<file path="config.mk">
export PLATFORM = sky130hd
export DESIGN_NAME = init_cmd_sequencer
export DESIGN_NICKNAME = d
export VERILOG_FILES = /design/src/rtl/init_seq_pkg.sv /design/src/rtl/init_cmd_decode.sv /design/src/rtl/init_beat_gen.sv /design/src/rtl/init_cmd_sequencer.sv
export SDC_FILE = /design/constraint.sdc
export NUM_CORES = 1
export LEC_CHECK = 0
export BUFFER_PORTS_ARGS = -buffer_cell sky130_fd_sc_hd__clkbuf_2
export CORE_MARGIN = 2
export CORE_UTILIZATION = 32
export CTS_CLUSTER_SIZE = 20
export DETAILED_ROUTE_END_ITERATION = 6
export GPL_TIMING_DRIVEN = 0
export PLACE_DENSITY = 0.59
export SLEW_MARGIN = 20
export SYNTH_ARGS = -nofsm -noshare
export SYNTH_HDL_FRONTEND = slang
export SYNTH_SLANG_ARGS = --single-unit
</file>
<file path="constraint.sdc">
create_clock -name clk -period 3.2 [get_ports clk]
set_input_delay 0.64 -clock clk [delete_from_list [all_inputs] [get_ports clk]]
set_output_delay 0.64 -clock clk [all_outputs]
set_load 0.05 [all_outputs]
</file>
<file path="src/rtl/init_seq_pkg.sv">
package init_seq_pkg;

   localparam logic [3:0] OPC_READ     = 4'd1;
   localparam logic [3:0] OPC_WRITE    = 4'd2;
   localparam logic [3:0] OPC_MB_WRITE = 4'd3;
   localparam logic [3:0] OPC_STRING   = 4'd4;
   localparam logic [3:0] OPC_MB_STR   = 4'd5;
   localparam logic [3:0] OPC_ZERO     = 4'd6;
   localparam logic [3:0] OPC_UNZIP    = 4'd7;
   localparam logic [3:0] OPC_BULK     = 4'd8;

   typedef enum logic [1:0] {
      BK_READ    = 2'd0,
      BK_DIRECT  = 2'd1,
      BK_MAILBOX = 2'd2,
      BK_BULK    = 2'd3
   } bus_kind_e;

   typedef enum logic [2:0] {
      ST_IDLE,
      ST_FETCH,
      ST_DECODE,
      ST_PREP,
      ST_BEAT,
      ST_NEXT
   } seq_state_e;

endpackage

</file>
<file path="src/rtl/init_cmd_decode.sv">
module init_cmd_decode
   import init_seq_pkg::*;
#(
   parameter int ADDR_W    = 32,
   parameter int LEN_W     = 16,
   parameter int DATA_W    = 32,
   parameter int DOFF_W    = 16,
   parameter int BUF_WORDS = 2048,
   localparam int CMD_W    = 4 + ADDR_W + LEN_W + DATA_W
) (
   input  logic [CMD_W-1:0]  cmd_word,
   output bus_kind_e         kind,
   output logic              from_rom,
   output logic              bulk,
   output logic              reject,
   output logic [LEN_W-1:0]  n_words,
   output logic [ADDR_W-1:0] base,
   output logic [DATA_W-1:0] imm,
   output logic [DOFF_W-1:0] doff
);

   logic [3:0]        op;
   logic [LEN_W-1:0]  len_f;
   logic [DATA_W-1:0] arg;
   logic [LEN_W-1:0]  zero_cnt;
   logic              zero_big;
   logic              copy_big;

   assign op       = cmd_word[CMD_W-1 -: 4];
   assign base     = cmd_word[DATA_W+LEN_W +: ADDR_W];
   assign len_f    = cmd_word[DATA_W +: LEN_W];
   assign arg      = cmd_word[DATA_W-1:0];
   assign doff     = arg[DOFF_W-1:0];
   assign zero_cnt = arg[LEN_W-1:0];
   assign zero_big = int'({1'b0, zero_cnt}) > BUF_WORDS;
   assign copy_big = int'({1'b0, len_f}) > BUF_WORDS;

   always_comb begin
      kind     = BK_DIRECT;
      from_rom = 1'b0;
      bulk     = 1'b0;
      reject   = 1'b0;
      n_words  = '0;
      imm      = '0;
      case (op)
         OPC_READ: begin
            kind    = BK_READ;
            n_words = LEN_W'(1);
         end
         OPC_WRITE: begin
            n_words = LEN_W'(1);
            imm     = arg;
         end
         OPC_MB_WRITE: begin
            kind    = BK_MAILBOX;
            n_words = LEN_W'(1);
            imm     = arg;
         end
         OPC_STRING: begin
            from_rom = 1'b1;
            n_words  = len_f;
         end
         OPC_MB_STR: begin
            kind     = BK_MAILBOX;
            from_rom = 1'b1;
            n_words  = len_f;
         end
         OPC_ZERO: begin
            kind    = BK_BULK;
            bulk    = 1'b1;
            n_words = zero_cnt;
            reject  = zero_big;
         end
         OPC_BULK: begin
            kind     = BK_BULK;
            bulk     = 1'b1;
            from_rom = 1'b1;
            n_words  = len_f;
            reject   = copy_big;
         end
         default: begin
            // decompress (OPC_UNZIP) and unknown codes are refused
            reject = 1'b1;
         end
      endcase
   end

endmodule

</file>
<file path="src/rtl/init_beat_gen.sv">
module init_beat_gen #(
   parameter int LEN_W     = 16,
   parameter int MAX_BURST = 16
) (
   input  logic             clk,
   input  logic             rst_n,
   input  logic             load,
   input  logic [LEN_W-1:0] load_n,
   input  logic             step,
   output logic [LEN_W-1:0] word_idx,
   output logic             last_word,
   output logic             chunk_first,
   output logic             chunk_last
);

   logic [LEN_W-1:0] widx_q;
   logic [LEN_W-1:0] nreg_q;
   logic             pos_first;
   logic             pos_end;

   always_ff @(posedge clk or negedge rst_n) begin
      if (!rst_n) begin
         widx_q <= '0;
         nreg_q <= '0;
      end else if (load) begin
         widx_q <= '0;
         nreg_q <= load_n;
      end else if (step) begin
         widx_q <= widx_q + LEN_W'(1);
      end
   end

   assign word_idx  = widx_q;
   assign last_word = (widx_q == nreg_q - LEN_W'(1));

   generate
      if (MAX_BURST == 1) begin : g_single
         assign pos_first = 1'b1;
         assign pos_end   = 1'b1;
      end else if ((MAX_BURST & (MAX_BURST - 1)) == 0) begin : g_pow2
         localparam int PW = $clog2(MAX_BURST);
         logic [PW-1:0] pos;
         assign pos       = widx_q[PW-1:0];
         assign pos_first = (pos == '0);
         assign pos_end   = &pos;
      end else begin : g_count
         localparam int CW = $clog2(MAX_BURST);
         logic [CW-1:0] pos_q;
         always_ff @(posedge clk or negedge rst_n) begin
            if (!rst_n)
               pos_q <= '0;
            else if (load)
               pos_q <= '0;
            else if (step)
               pos_q <= (pos_q == CW'(MAX_BURST - 1)) ? '0 : pos_q + CW'(1);
         end
         assign pos_first = (pos_q == '0);
         assign pos_end   = (pos_q == CW'(MAX_BURST - 1));
      end
   endgenerate

   assign chunk_first = pos_first;
   assign chunk_last  = pos_end | last_word;

endmodule

</file>
<file path="src/rtl/init_cmd_sequencer.sv">
module init_cmd_sequencer
   import init_seq_pkg::*;
#(
   parameter int IDX_W     = 8,
   parameter int ADDR_W    = 32,
   parameter int DATA_W    = 32,
   parameter int LEN_W     = 16,
   parameter int DOFF_W    = 16,
   parameter int MAX_BURST = 16,
   parameter int BUF_WORDS = 2048,
   localparam int CMD_W    = 4 + ADDR_W + LEN_W + DATA_W
) (
   input  logic              clk,
   input  logic              rst_n,
   input  logic              start,
   input  logic [IDX_W-1:0]  first_idx,
   input  logic [IDX_W-1:0]  end_idx,
   output logic              busy,
   output logic              done,
   output logic              err,
   output logic [IDX_W-1:0]  cmd_addr,
   input  logic [CMD_W-1:0]  cmd_rdata,
   output logic [DOFF_W-1:0] dat_addr,
   input  logic [DATA_W-1:0] dat_rdata,
   output logic              bus_valid,
   input  logic              bus_ready,
   output logic [1:0]        bus_kind,
   output logic [ADDR_W-1:0] bus_addr,
   output logic [DATA_W-1:0] bus_data,
   output logic              bus_chunk_first,
   output logic              bus_chunk_last
);

   generate
      if (MAX_BURST < 1) begin : g_chk_burst
         $error("MAX_BURST must be at least 1");
      end
      if (LEN_W < 1 || LEN_W > 30) begin : g_chk_len
         $error("LEN_W must lie in 1..30");
      end
      if (MAX_BURST > (1 << LEN_W)) begin : g_chk_burst_len
         $error("MAX_BURST exceeds the largest command length");
      end
      if (DATA_W < LEN_W || DATA_W < DOFF_W) begin : g_chk_arg
         $error("DATA_W must hold both a length and a data offset");
      end
      if (BUF_WORDS < 1) begin : g_chk_buf
         $error("BUF_WORDS must be at least 1");
      end
   endgenerate

   seq_state_e        state_q;
   logic [IDX_W-1:0]  idx_q;
   logic [IDX_W-1:0]  end_q;
   logic              err_q;
   logic              done_q;
   bus_kind_e         kind_q;
   logic              from_rom_q;
   logic              bulk_q;
   logic [ADDR_W-1:0] base_q;
   logic [DATA_W-1:0] imm_q;
   logic [DOFF_W-1:0] doff_q;

   bus_kind_e         d_kind;
   logic              d_from_rom;
   logic              d_bulk;
   logic              d_reject;
   logic [LEN_W-1:0]  d_n;
   logic [ADDR_W-1:0] d_base;
   logic [DATA_W-1:0] d_imm;
   logic [DOFF_W-1:0] d_doff;

   logic [LEN_W-1:0]  widx;
   logic              last_word;
   logic              cf;
   logic              cl;
   logic              beat_load;
   logic              beat_step;

   init_cmd_decode #(
      .ADDR_W   (ADDR_W),
      .LEN_W    (LEN_W),
      .DATA_W   (DATA_W),
      .DOFF_W   (DOFF_W),
      .BUF_WORDS(BUF_WORDS)
   ) i_decode (
      .cmd_word(cmd_rdata),
      .kind    (d_kind),
      .from_rom(d_from_rom),
      .bulk    (d_bulk),
      .reject  (d_reject),
      .n_words (d_n),
      .base    (d_base),
      .imm     (d_imm),
      .doff    (d_doff)
   );

   assign beat_load = (state_q == ST_DECODE);
   assign beat_step = (state_q == ST_BEAT) && bus_ready && !last_word;

   init_beat_gen #(
      .LEN_W    (LEN_W),
      .MAX_BURST(MAX_BURST)
   ) i_beats (
      .clk        (clk),
      .rst_n      (rst_n),
      .load       (beat_load),
      .load_n     (d_n),
      .step       (beat_step),
      .word_idx   (widx),
      .last_word  (last_word),
      .chunk_first(cf),
      .chunk_last (cl)
   );

   always_ff @(posedge clk or negedge rst_n) begin
      if (!rst_n) begin
         state_q    <= ST_IDLE;
         idx_q      <= '0;
         end_q      <= '0;
         err_q      <= 1'b0;
         done_q     <= 1'b0;
         kind_q     <= BK_DIRECT;
         from_rom_q <= 1'b0;
         bulk_q     <= 1'b0;
         base_q     <= '0;
         imm_q      <= '0;
         doff_q     <= '0;
      end else begin
         done_q <= 1'b0;
         case (state_q)
            ST_IDLE: begin
               if (start) begin
                  err_q <= 1'b0;
                  if (first_idx < end_idx) begin
                     idx_q   <= first_idx;
                     end_q   <= end_idx;
                     state_q <= ST_FETCH;
                  end else begin
                     done_q <= 1'b1;
                  end
               end
            end
            ST_FETCH: state_q <= ST_DECODE;
            ST_DECODE: begin
               kind_q     <= d_kind;
               from_rom_q <= d_from_rom;
               bulk_q     <= d_bulk;
               base_q     <= d_base;
               imm_q      <= d_imm;
               doff_q     <= d_doff;
               if (d_reject) begin
                  err_q   <= 1'b1;
                  state_q <= ST_NEXT;
               end else if (d_n == '0) begin
                  state_q <= ST_NEXT;
               end else begin
                  state_q <= ST_PREP;
               end
            end
            ST_PREP: state_q <= ST_BEAT;
            ST_BEAT: begin
               if (bus_ready)
                  state_q <= last_word ? ST_NEXT : ST_PREP;
            end
            ST_NEXT: begin
               if ((idx_q + IDX_W'(1)) == end_q) begin
                  done_q  <= 1'b1;
                  state_q <= ST_IDLE;
               end else begin
                  idx_q   <= idx_q + IDX_W'(1);
                  state_q <= ST_FETCH;
               end
            end
            default: state_q <= ST_IDLE;
         endcase
      end
   end

   assign busy            = (state_q != ST_IDLE);
   assign done            = done_q;
   assign err             = err_q;
   assign cmd_addr        = idx_q;
   assign dat_addr        = doff_q + DOFF_W'(widx);
   assign bus_valid       = (state_q == ST_BEAT);
   assign bus_kind        = kind_q;
   assign bus_addr        = base_q + (ADDR_W'(widx) << 2);
   assign bus_data        = from_rom_q ? dat_rdata : imm_q;
   assign bus_chunk_first = bus_valid & bulk_q & cf;
   assign bus_chunk_last  = bus_valid & bulk_q & cl;

endmodule

</file>
==> impl_metrics.py, run 1 <==
metrics = {
    "run_status": {
        "status": "complete, but fails checks",
        "violations": "negative setup slack",
    },
    "routing": {
        "wirelength_um": 28600,
        "avgViaCountPerCell": 5.06,
        "final_antenna_net_count": 0,
        "drt_iter0_drc": 402,
        "met2WireLength_um": 13900,
        "drc": 0,
        "wl_met3_um": 1540,
        "routedWlPerCell_um": 17.5,
        "routed.top_layer": "met4",
        "vias": 8254,
        "dr.pass1.iters": 5,
        "wl_met1_um": 12500,
    },
    "placed_design": {
        "port_buffers": 228,
        "dpl.hpwl_um": 21600,
        "place_congestion": 0.859,
        "dp.cells": 1550,
    },
    "cts": {
        "clkTransAtPathRegs_ps": 70,
        "cts_tree": "yes",
        "cts_sinks": 137,
        "cts-root-buf": "clkbuf_16",
        "numCtsBuffers": 17,
        "insertion_delay_ps": 430,
        "cts_buffer_depth": 2,
        "cts_max_level": 4,
    },
    "power_and_ir_drop": {
        "ir_drop_v": 0.000430,
        "powerDensity_nw_per_um2": 964,
        "leakagePower_uw": 0.00597,
        "p_switching_uw": 6090,
        "pwr-share-seq_pct": 25.9,
        "power.internal_uw": 6070,
        "switching_share_pct": 50.1,
        "combPwrFrac_pct": 58.3,
        "clockPowerShare_pct": 15.8,
        "p_total_uw": 12200,
    },
    "sta": {
        "min_period_ps": 3840,
        "post-route-period-util_pct": 120,
        "relSlewSlack_pct": 50.3,
        "rsz0062_at_grt": "true",
        "timing.fmax_mhz": 260,
        "setup_viol": 32,
        "timing.final.hold_violations": 0,
        "fin_worst_skew_ps": 12.0,
        "drv_slew": 0,
        "tightest_slew_ps": 745,
        "tns_ps": -10780,
        "finalWorstSetupSlack_ps": -643,
    },
    "yosys": {
        "synth_cell_types": 72,
        "syn_avg_cell_area_um2": 8.87,
        "synth_edf_count": 0,
        "synthFlopType": "dfrtp_1",
        "synth_fp_nets": 1160,
        "synthesis.area_um2": 8700,
        "async_reset_ff_share_pct": 100,
        "synthCells": 980,
        "seq_area_frac_synth_pct": 39.4,
        "ys_seq_elements": 137,
        "yosysWarnings": 0,
    },
    "floorplan": {
        "io-pin-count": 232,
        "fp.dieH_um": 169,
        "die_w_um": 169,
        "dieArea_um2": 28500,
        "start_util_pct": 32.5,
        "coreArea_um2": 26800,
        "num_rows": 60,
    },
    "setup_path": {
        "critPathCaptureType": "primary output",
        "arrival_ps": 3200,
        "cp_max_fo": 7,
        "critical_path_class": "register to primary output",
        "start_kind": "register",
        "cp.required_ps": 2560,
    },
    "grt": {
        "gr-total-overflow": 0,
        "grt_pass1_vias": 8340,
        "grt_pass1_wl_um": 44700,
        "grtUsageTotal_pct": 20.1,
        "antenna_found_initial": 0,
        "grt_max_degree": 71,
    },
    "cells_and_area": {
        "final_nets": 1459,
        "area_delta_synth_final_pct": 44.9,
        "diodes": 0,
        "fin_cells": 1632,
        "drive_gt1_share_pct": 37.9,
        "final_util_pct": 47.0,
    },
    "min_path": {
        "hp-class": "primary input to asynchronous set/reset pin",
    },
    "run": {
        "max_cap_violations": 0,
    },
}
==> cells by family (layout without fill, tap and decap cells) <==
logic type	after synthesis	after routing	share of synthesized area, %
and+or+nand+nor	415	415	21.6
DFF	137	137	39.4
buffers and inverters	78	389	3.50
xor gates and xnor gates	76	76	7.65
muxes	36	36	4.62
AOI/OAI and AO/OA	194	194	16.7
adders and majority gates	44	44	6.50
==> worst paths after layout <==
| path | startpoint | to | slack, ps | cells after the start |
|---|---|---|---|---|
| setup reg to reg | i_beats.nreg_q[0] | i_beats.word_idx[7] | -30 | 12 |
| setup / recovery | i_beats.word_idx[0] | bus_addr[22] | -640 | 13 |
| max in group asynchronous | rst_n | i_beats.nreg_q[11] | 2190 | 2 |
| hold / removal | rst_n | base_q[21] | 220 | 1 |
| hold reg to reg | base_q[1] | base_q[1] | 470 | 2 |
| min in group clk | cmd_rdata[49] | base_q[1] | 400 | 3 |
==> critical path: stages (launching register included) <==
cell      delay, ps
dfrtp_2         440
ha_4            170
inv_2            50
fa_2            210
nor2b_2          50
o31a_1          330
o21ba_4         230
o221ai_4        220
o22ai_4         130
o41ai_4         220
buf_6           200
nand3b_1        210
xnor2_4         140
buf_8           160
==> cells in the mapped netlist (14+ instances only) <==
cell / n / area, um2
o21ai_0: 36 / 180
nand2_1: 193 / 724
xnor2_1: 51 / 447
nand3_1: 18 / 90.1
a221oi_1: 14 / 123
inv_1: 34 / 128
a21oi_1: 27 / 135
dfrtp_1: 136 / 3400
mux2_2: 33 / 372
xor2_1: 25 / 219
nor2_1: 92 / 345
ha_1: 42 / 526
nor3_1: 25 / 125
clkbuf_1: 37 / 139
a22o_1: 32 / 280
==> state kept, by name (all words and copies together), names as in the netlist <==
signal,flops
bulk_q,1
base_q,32
from_rom_q,1
cmd_addr,8
i_beats.nreg_q,16
done,1
bus_kind,2
imm_q,32
state_q,3
doff_q,16
err,1
end_q,8
i_beats.word_idx,16
==> per-stage QoR <==
step	hold WS, ps	cell area [um2]	setup slack, ps
finish	224	12600	-643
global route	258	12600	-782
CTS	236	12300	-630
detailed placement	465	10800	-743
global placement	463	10700	-1220
floorplan	344	9150	-289
==> power groups by stage <==
stage          combinational, uW  sequential [uW]  clock [uW]
5_1_grt                     7590             3250        2050
6_report                    7080             3150        1920
4_1_cts                     6870             3130        1960
2_1_floorplan               4610             3170           0
3_3_place_gp                6110             3110           0
3_5_place_dp                6190             3110           0
==> final cells by class <==
| cell class | count | area (um2) |
|---|---|---|
| plain buffers | 43 | 184 |
| repair buffers | 281 | 1920 |
| clock buffers | 17 | 425 |
| multi-input cells | 765 | 5930 |
| well taps | 341 | 427 |
| flip-flops and latches | 137 | 3440 |
| clock inverters | 14 | 140 |
| inverters | 34 | 128 |
| fillers | 2584 | 14200 |
==> cells in the final DEF, fill, tap and decap left out, types with 5 or more instances in the layout <==
cell,count
clkbuf_2,196
nand2_1,193
dfrtp_1,124
nor2_1,82
xnor2_1,39
buf_4,39
clkbuf_1,35
mux2_2,33
a22o_1,32
inv_1,29
o21ai_0,29
ha_1,28
buf_8,25
a21oi_1,23
nor3_1,21
nand3_1,17
clkbuf_16,17
a221oi_1,14
buf_6,14
xor2_1,12
ha_4,12
dfrtp_2,12
o21a_1,10
xnor2_2,10
or3_1,9
and3_1,9
xor2_4,9
nand2b_1,9
nor4_1,8
or2_2,7
a21o_1,7
nor2_4,7
a31oi_1,7
nand4_1,6
inv_6,6
clkbuf_8,6
inv_2,5
nor2b_1,5
==> layer usage <==
| layer | GRT usage (%) | up-vias |
|---|---|---|
| met5 | 0 | - |
| met3 | 4.21 | 39 |
| li1 | - | 4059 |
| met1 | 25.7 | 3899 |
| met2 | 34.0 | 257 |
| met4 | 6.45 | 0 |
==> repair_timing <==
item,in CTS,in global routing
pin swaps,52,48
setup endpoints to repair,39,52
resized for setup,145,71
setup buffers,35,20
hold buffers,0,0
gates cloned,0,1
No activity file was read; power rests on OpenSTA's default activity.
==> inputs of run 2 (changes only) <==
CORE_UTILIZATION = 49   (was 32)
GPL_ROUTABILITY_DRIVEN = 0   (was unset)
PLACE_DENSITY = 0.82   (was 0.59)
==> impl_metrics.py, run 2 (synthesized netlist as in run 1, its figures left out) <==
metrics = {
    "sta": {
        "tightest_slew_ps": 758,
        "fin_worst_skew_ps": 7.08,
        "tns_ps": -10550,
        "setup_viol": 30,
        "min_period_ps": 3770,
        "timing.fmax_mhz": 265,
        "timing.final.hold_violations": 0,
        "relSlewSlack_pct": 49.1,
        "finalWorstSetupSlack_ps": -569,
        "post-route-period-util_pct": 118,
        "rsz0062_at_grt": "true",
        "drv_slew": 0,
    },
    "routing": {
        "avgViaCountPerCell": 5.77,
        "drt_iter0_drc": 613,
        "drc": 0,
        "wirelength_um": 28100,
        "vias": 8796,
        "routedWlPerCell_um": 18.4,
        "dr.pass1.iters": 7,
        "final_antenna_net_count": 0,
    },
    "setup_path": {
        "critical_path_class": "register to primary output",
        "critical_path.startpoint": "i_beats.word_idx[0]",
        "start_kind": "register",
        "cp.required_ps": 2560,
        "rr_startpoint": "i_beats.nreg_q[0]",
        "critPathCaptureType": "primary output",
        "cp_max_fo": 3,
        "cp_cell_sequence": "buf_4, ha_4, inv_1, fa_2, nor2b_2, o21a_1, o21ai_2, a2111oi_4, o31ai_4, o21bai_1, a21oi_2, xnor2_4, buf_8",
        "cp_slowest_cell": "a2111oi_4",
        "cpPeakStageDelay_ps": 470,
        "arrival_ps": 3130,
    },
    "cells_and_area": {
        "diodes": 0,
        "biggestRegsByFlops": "base_q: 32 flops, imm_q: 32 flops",
        "area_delta_synth_final_pct": 45.6,
        "final_cell_area_um2": 12700,
        "final_nets": 1466,
        "nFillCells": 1213,
        "most-common-layout-cells": "197 x clkbuf_2, 193 x nand2_1, 125 x dfrtp_1",
        "final_common_cell": "clkbuf_2",
        "drive_gt1_share_pct": 38.7,
    },
    "floorplan": {
        "dieArea_um2": 18800,
        "io-pin-count": 232,
        "start_util_pct": 50.3,
        "num_rows": 48,
        "die_w_um": 137,
        "fp.dieH_um": 137,
        "coreArea_um2": 17300,
    },
    "cts": {
        "cts_hold_buffers": 0,
        "clkTransAtPathRegs_ps": 60,
        "cts_sinks": 137,
        "cts_tree": "yes",
        "cts-root-buf": "clkbuf_16",
        "cts_buffer_depth": 2,
        "numCtsBuffers": 17,
        "insertion_delay_ps": 430,
        "cts_max_level": 4,
    },
    "grt": {
        "grtUsageTotal_pct": 29.4,
        "grt_pass1_vias": 8382,
        "grt_max_degree": 94,
        "antenna_found_initial": 0,
        "grt_pass1_wl_um": 42300,
        "gr-total-overflow": 0,
    },
    "placed_design": {
        "pre_cts_ws_ps": -686,
        "port_buffers": 228,
        "dpl_cell_area_um2": 10600,
        "dpl.hpwl_um": 19700,
    },
    "power_and_ir_drop": {
        "ir_drop_v": 0.000614,
        "leakagePower_uw": 0.00604,
        "powerDensity_nw_per_um2": 982,
        "p_total_uw": 12400,
    },
    "run": {
        "max_cap_violations": 0,
    },
    "min_path": {
        "hp-class": "primary input to asynchronous set/reset pin",
    },
    "run_status": {
        "status": "complete, but fails checks",
        "violations": "negative setup slack",
    },
}
-- run 2: per-layer routing --
layer	vias up	part of all wire, %	GRT usage (%)
li1	4077	-	-
met1	4215	38	35.5
met2	425	50	50.0
met3	79	8.1	7.73
met4	0	3.2	11.9
met5	-	0	0
-- run 2: repair_timing --
action | in CTS | in global routing
setup endpoints to repair | 33 | 52
gates resized for setup | 144 | 88
setup buffers | 37 | 29
gates cloned | 0 | 1
pin swaps | 53 | 47
-- run 2: cell type report --
type / instances / area (um2) / share of cell area (%)
buffer: 43 / 183 / 1.44
tap: 225 / 282 / 2.22
multi-input combinational: 765 / 5970 / 47.2
clock buffer: 19 / 443 / 3.50
inverter: 34 / 128 / 1.01
timing repair buffer: 288 / 2020 / 15.9
sequential: 137 / 3440 / 27.2
clock inverter: 13 / 193 / 1.52
-- run 2: worst paths after layout --
kind | cells after the start | slack [ps] | to
max in group asynchronous | 2 | 2270 | i_beats.nreg_q[9]
hold reg to reg | 2 | 470 | base_q[0]
hold / removal | 1 | 140 | base_q[21]
min in group clk | 3 | 400 | base_q[21]
setup / recovery | 13 | -570 | dat_addr[14]
setup reg to reg | 15 | -50 | i_beats.word_idx[8]
-- run 2: critical path: cells and delay by family, from the launching register on --
family | cells | cell delay [ps]
buffers and inverters | 3 | 350
xor gates and xnor gates | 1 | 200
and+or+nand+nor | 1 | 130
DFF | 1 | 400
AOI/OAI and AO/OA | 6 | 1140
adders and majority gates | 2 | 470
-- run 2: power breakdown --
part           switching (uW)  internal (uW)  leakage, uW
sequential                748           2420      0.00173
clock                     798           1330     0.000305
combinational            4530           2600      0.00400
-- run 2: through the flow --
step	std cells	hold WS [ps]	util (%)
after floorplan	980	344	-
after global placement	1433	464	61.1
after detailed placement	1434	469	61.3
after CTS	1503	142	70.6
after global routing	1524	160	73.2
final	1524	136	73.2
==> inputs of run 3 (changes only) <==
CORE_ASPECT_RATIO = 0.9   (was unset)
==> impl_metrics.py, run 3 (synthesized netlist as in run 1, its figures left out) <==
metrics = {
    "routing": {
        "routed.top_layer": "met4",
        "met2WireLength_um": 14900,
        "dr.pass1.iters": 5,
        "vias": 8939,
        "routedWlPerCell_um": 19.6,
        "drt_iter0_drc": 792,
        "wl_met1_um": 12000,
        "final_antenna_net_count": 0,
        "avgViaCountPerCell": 5.81,
        "drc": 0,
        "wirelength_um": 30200,
        "wl_met3_um": 2340,
    },
    "floorplan": {
        "die_w_um": 144,
        "io-pin-count": 232,
        "num_rows": 46,
        "fp.dieH_um": 130,
        "start_util_pct": 49.7,
        "coreArea_um2": 17500,
        "dieArea_um2": 18800,
    },
    "min_path": {
        "hp-class": "primary input to asynchronous set/reset pin",
    },
    "setup_path": {
        "cp_slowest_cell": "dfrtp_2",
        "reg2regPathDepth": 10,
        "start_kind": "register",
        "cp_cell_sequence": "ha_4, inv_2, fa_2, nor2b_2, o31a_1, o21ba_4, o221ai_4, o22ai_4, o41ai_4, buf_6, nor4b_4, xor2_2, buf_8",
        "arrival_ps": 3230,
        "critical_path.startpoint": "i_beats.word_idx[0]",
        "cp_max_fo": 7,
        "cpPeakStageDelay_ps": 400,
        "critPathCaptureType": "primary output",
        "critical_path_class": "register to primary output",
        "cp.required_ps": 2560,
        "rr_startpoint": "i_beats.nreg_q[0]",
    },
    "grt": {
        "grt_max_degree": 94,
        "antenna_found_initial": 0,
        "gr-total-overflow": 0,
        "grt_pass1_vias": 8614,
        "grt_pass1_wl_um": 44200,
        "grtUsageTotal_pct": 30.5,
    },
    "cts": {
        "cts-root-buf": "clkbuf_16",
        "insertion_delay_ps": 420,
        "clkTransAtPathRegs_ps": 60,
        "cts_buffer_depth": 2,
        "cts_tree": "yes",
        "cts_sinks": 137,
        "cts_hold_buffers": 0,
        "cts_max_level": 4,
        "numCtsBuffers": 17,
    },
    "placed_design": {
        "dpl_cell_area_um2": 10600,
        "port_buffers": 228,
        "dpl.hpwl_um": 19800,
    },
    "cells_and_area": {
        "drive_gt1_share_pct": 38.8,
        "regArea_um2": 3450,
        "area_delta_synth_final_pct": 45.6,
        "diodes": 0,
        "multiInputGateArea_um2": 6040,
        "most-common-layout-cells": "193 x nand2_1, 193 x clkbuf_2, 123 x dfrtp_1",
        "biggestRegsByFlops": "base_q: 32 flops, imm_q: 32 flops",
        "final_cell_area_um2": 12700,
        "final_nets": 1466,
        "nFillCells": 1244,
    },
    "run_status": {
        "violations": "negative setup slack",
        "status": "complete, but fails checks",
    },
    "sta": {
        "relSlewSlack_pct": 41.9,
        "min_period_ps": 3870,
        "setup_viol": 35,
        "tightest_slew_ps": 863,
        "tns_ps": -13780,
        "timing.final.hold_violations": 0,
        "drv_slew": 0,
        "rsz0062_at_grt": "true",
        "fin_worst_skew_ps": 7.46,
        "whs_ps": 148,
        "finalWorstSetupSlack_ps": -666,
        "post-route-period-util_pct": 121,
        "timing.fmax_mhz": 259,
    },
    "power_and_ir_drop": {
        "p_total_uw": 12500,
        "leakagePower_uw": 0.00599,
        "ir_drop_v": 0.000635,
        "powerDensity_nw_per_um2": 985,
    },
    "run": {
        "max_cap_violations": 0,
    },
}
==> run 3: through the flow <==
step | util (%) | setup WS [ps] | cells
final | 72.4 | -666 | 1539
after global routing | 72.4 | -724 | 1539
after CTS | 70.1 | -598 | 1524
after detailed placement | 60.7 | -700 | 1449
after global placement | 60.5 | -969 | 1448
after floorplan | - | -289 | 980
==> run 3: final cells by class <==
| cell class | instances | share of cell area, % |
|---|---|---|
| multi-input cells | 765 | 47.7 |
| flip-flops and latches | 137 | 27.2 |
| repair buffers | 288 | 15.6 |
| clock buffers | 23 | 3.77 |
| well taps | 240 | 2.37 |
| plain buffers | 43 | 1.38 |
| inverters | 34 | 1.03 |
| clock inverters | 9 | 0.909 |
==> run 3: what timing repair did <==
action	CTS	global route
buffers inserted	47	21
setup endpoints to repair	33	48
pin swaps	61	49
gates resized for setup	152	86
==> run 3: path summary, 6_finish.rpt <==
path                                         to  slack (ps)
max                                bus_addr[30]        -670
min                                  base_q[21]         150
max reg2reg                i_beats.word_idx[15]         -30
min reg2reg                                 err         490
max in group asynchronous     i_beats.nreg_q[2]        2240
min in group clk                      base_q[5]         400
==> run 3: where the power goes <==
part	internal, uW	total, uW	switching (uW)
registers	2420	3180	759
clock network	1210	1970	753
logic	2640	7320	4680
total	6280	12500	6200
==> run 3: critical path, delay by kind of cell, from the launching register on <==
family / cells / cell delay [ps]
AO/OA/AOI/OAI: 5 / 900
XOR/XNOR: 1 / 220
adder cells (fa/ha/maj): 2 / 510
buffers and inverters: 3 / 370
flip-flops: 1 / 400
AND/OR/NAND/NOR: 2 / 390
==> run 3: routing by layer <==
layer / vias up / track usage, %
met2: 485 / 51.2
met4: 0 / 13.2
met1: 4274 / 38.1
met3: 90 / 7.00
li1: 4090 / -
met5: - / 0
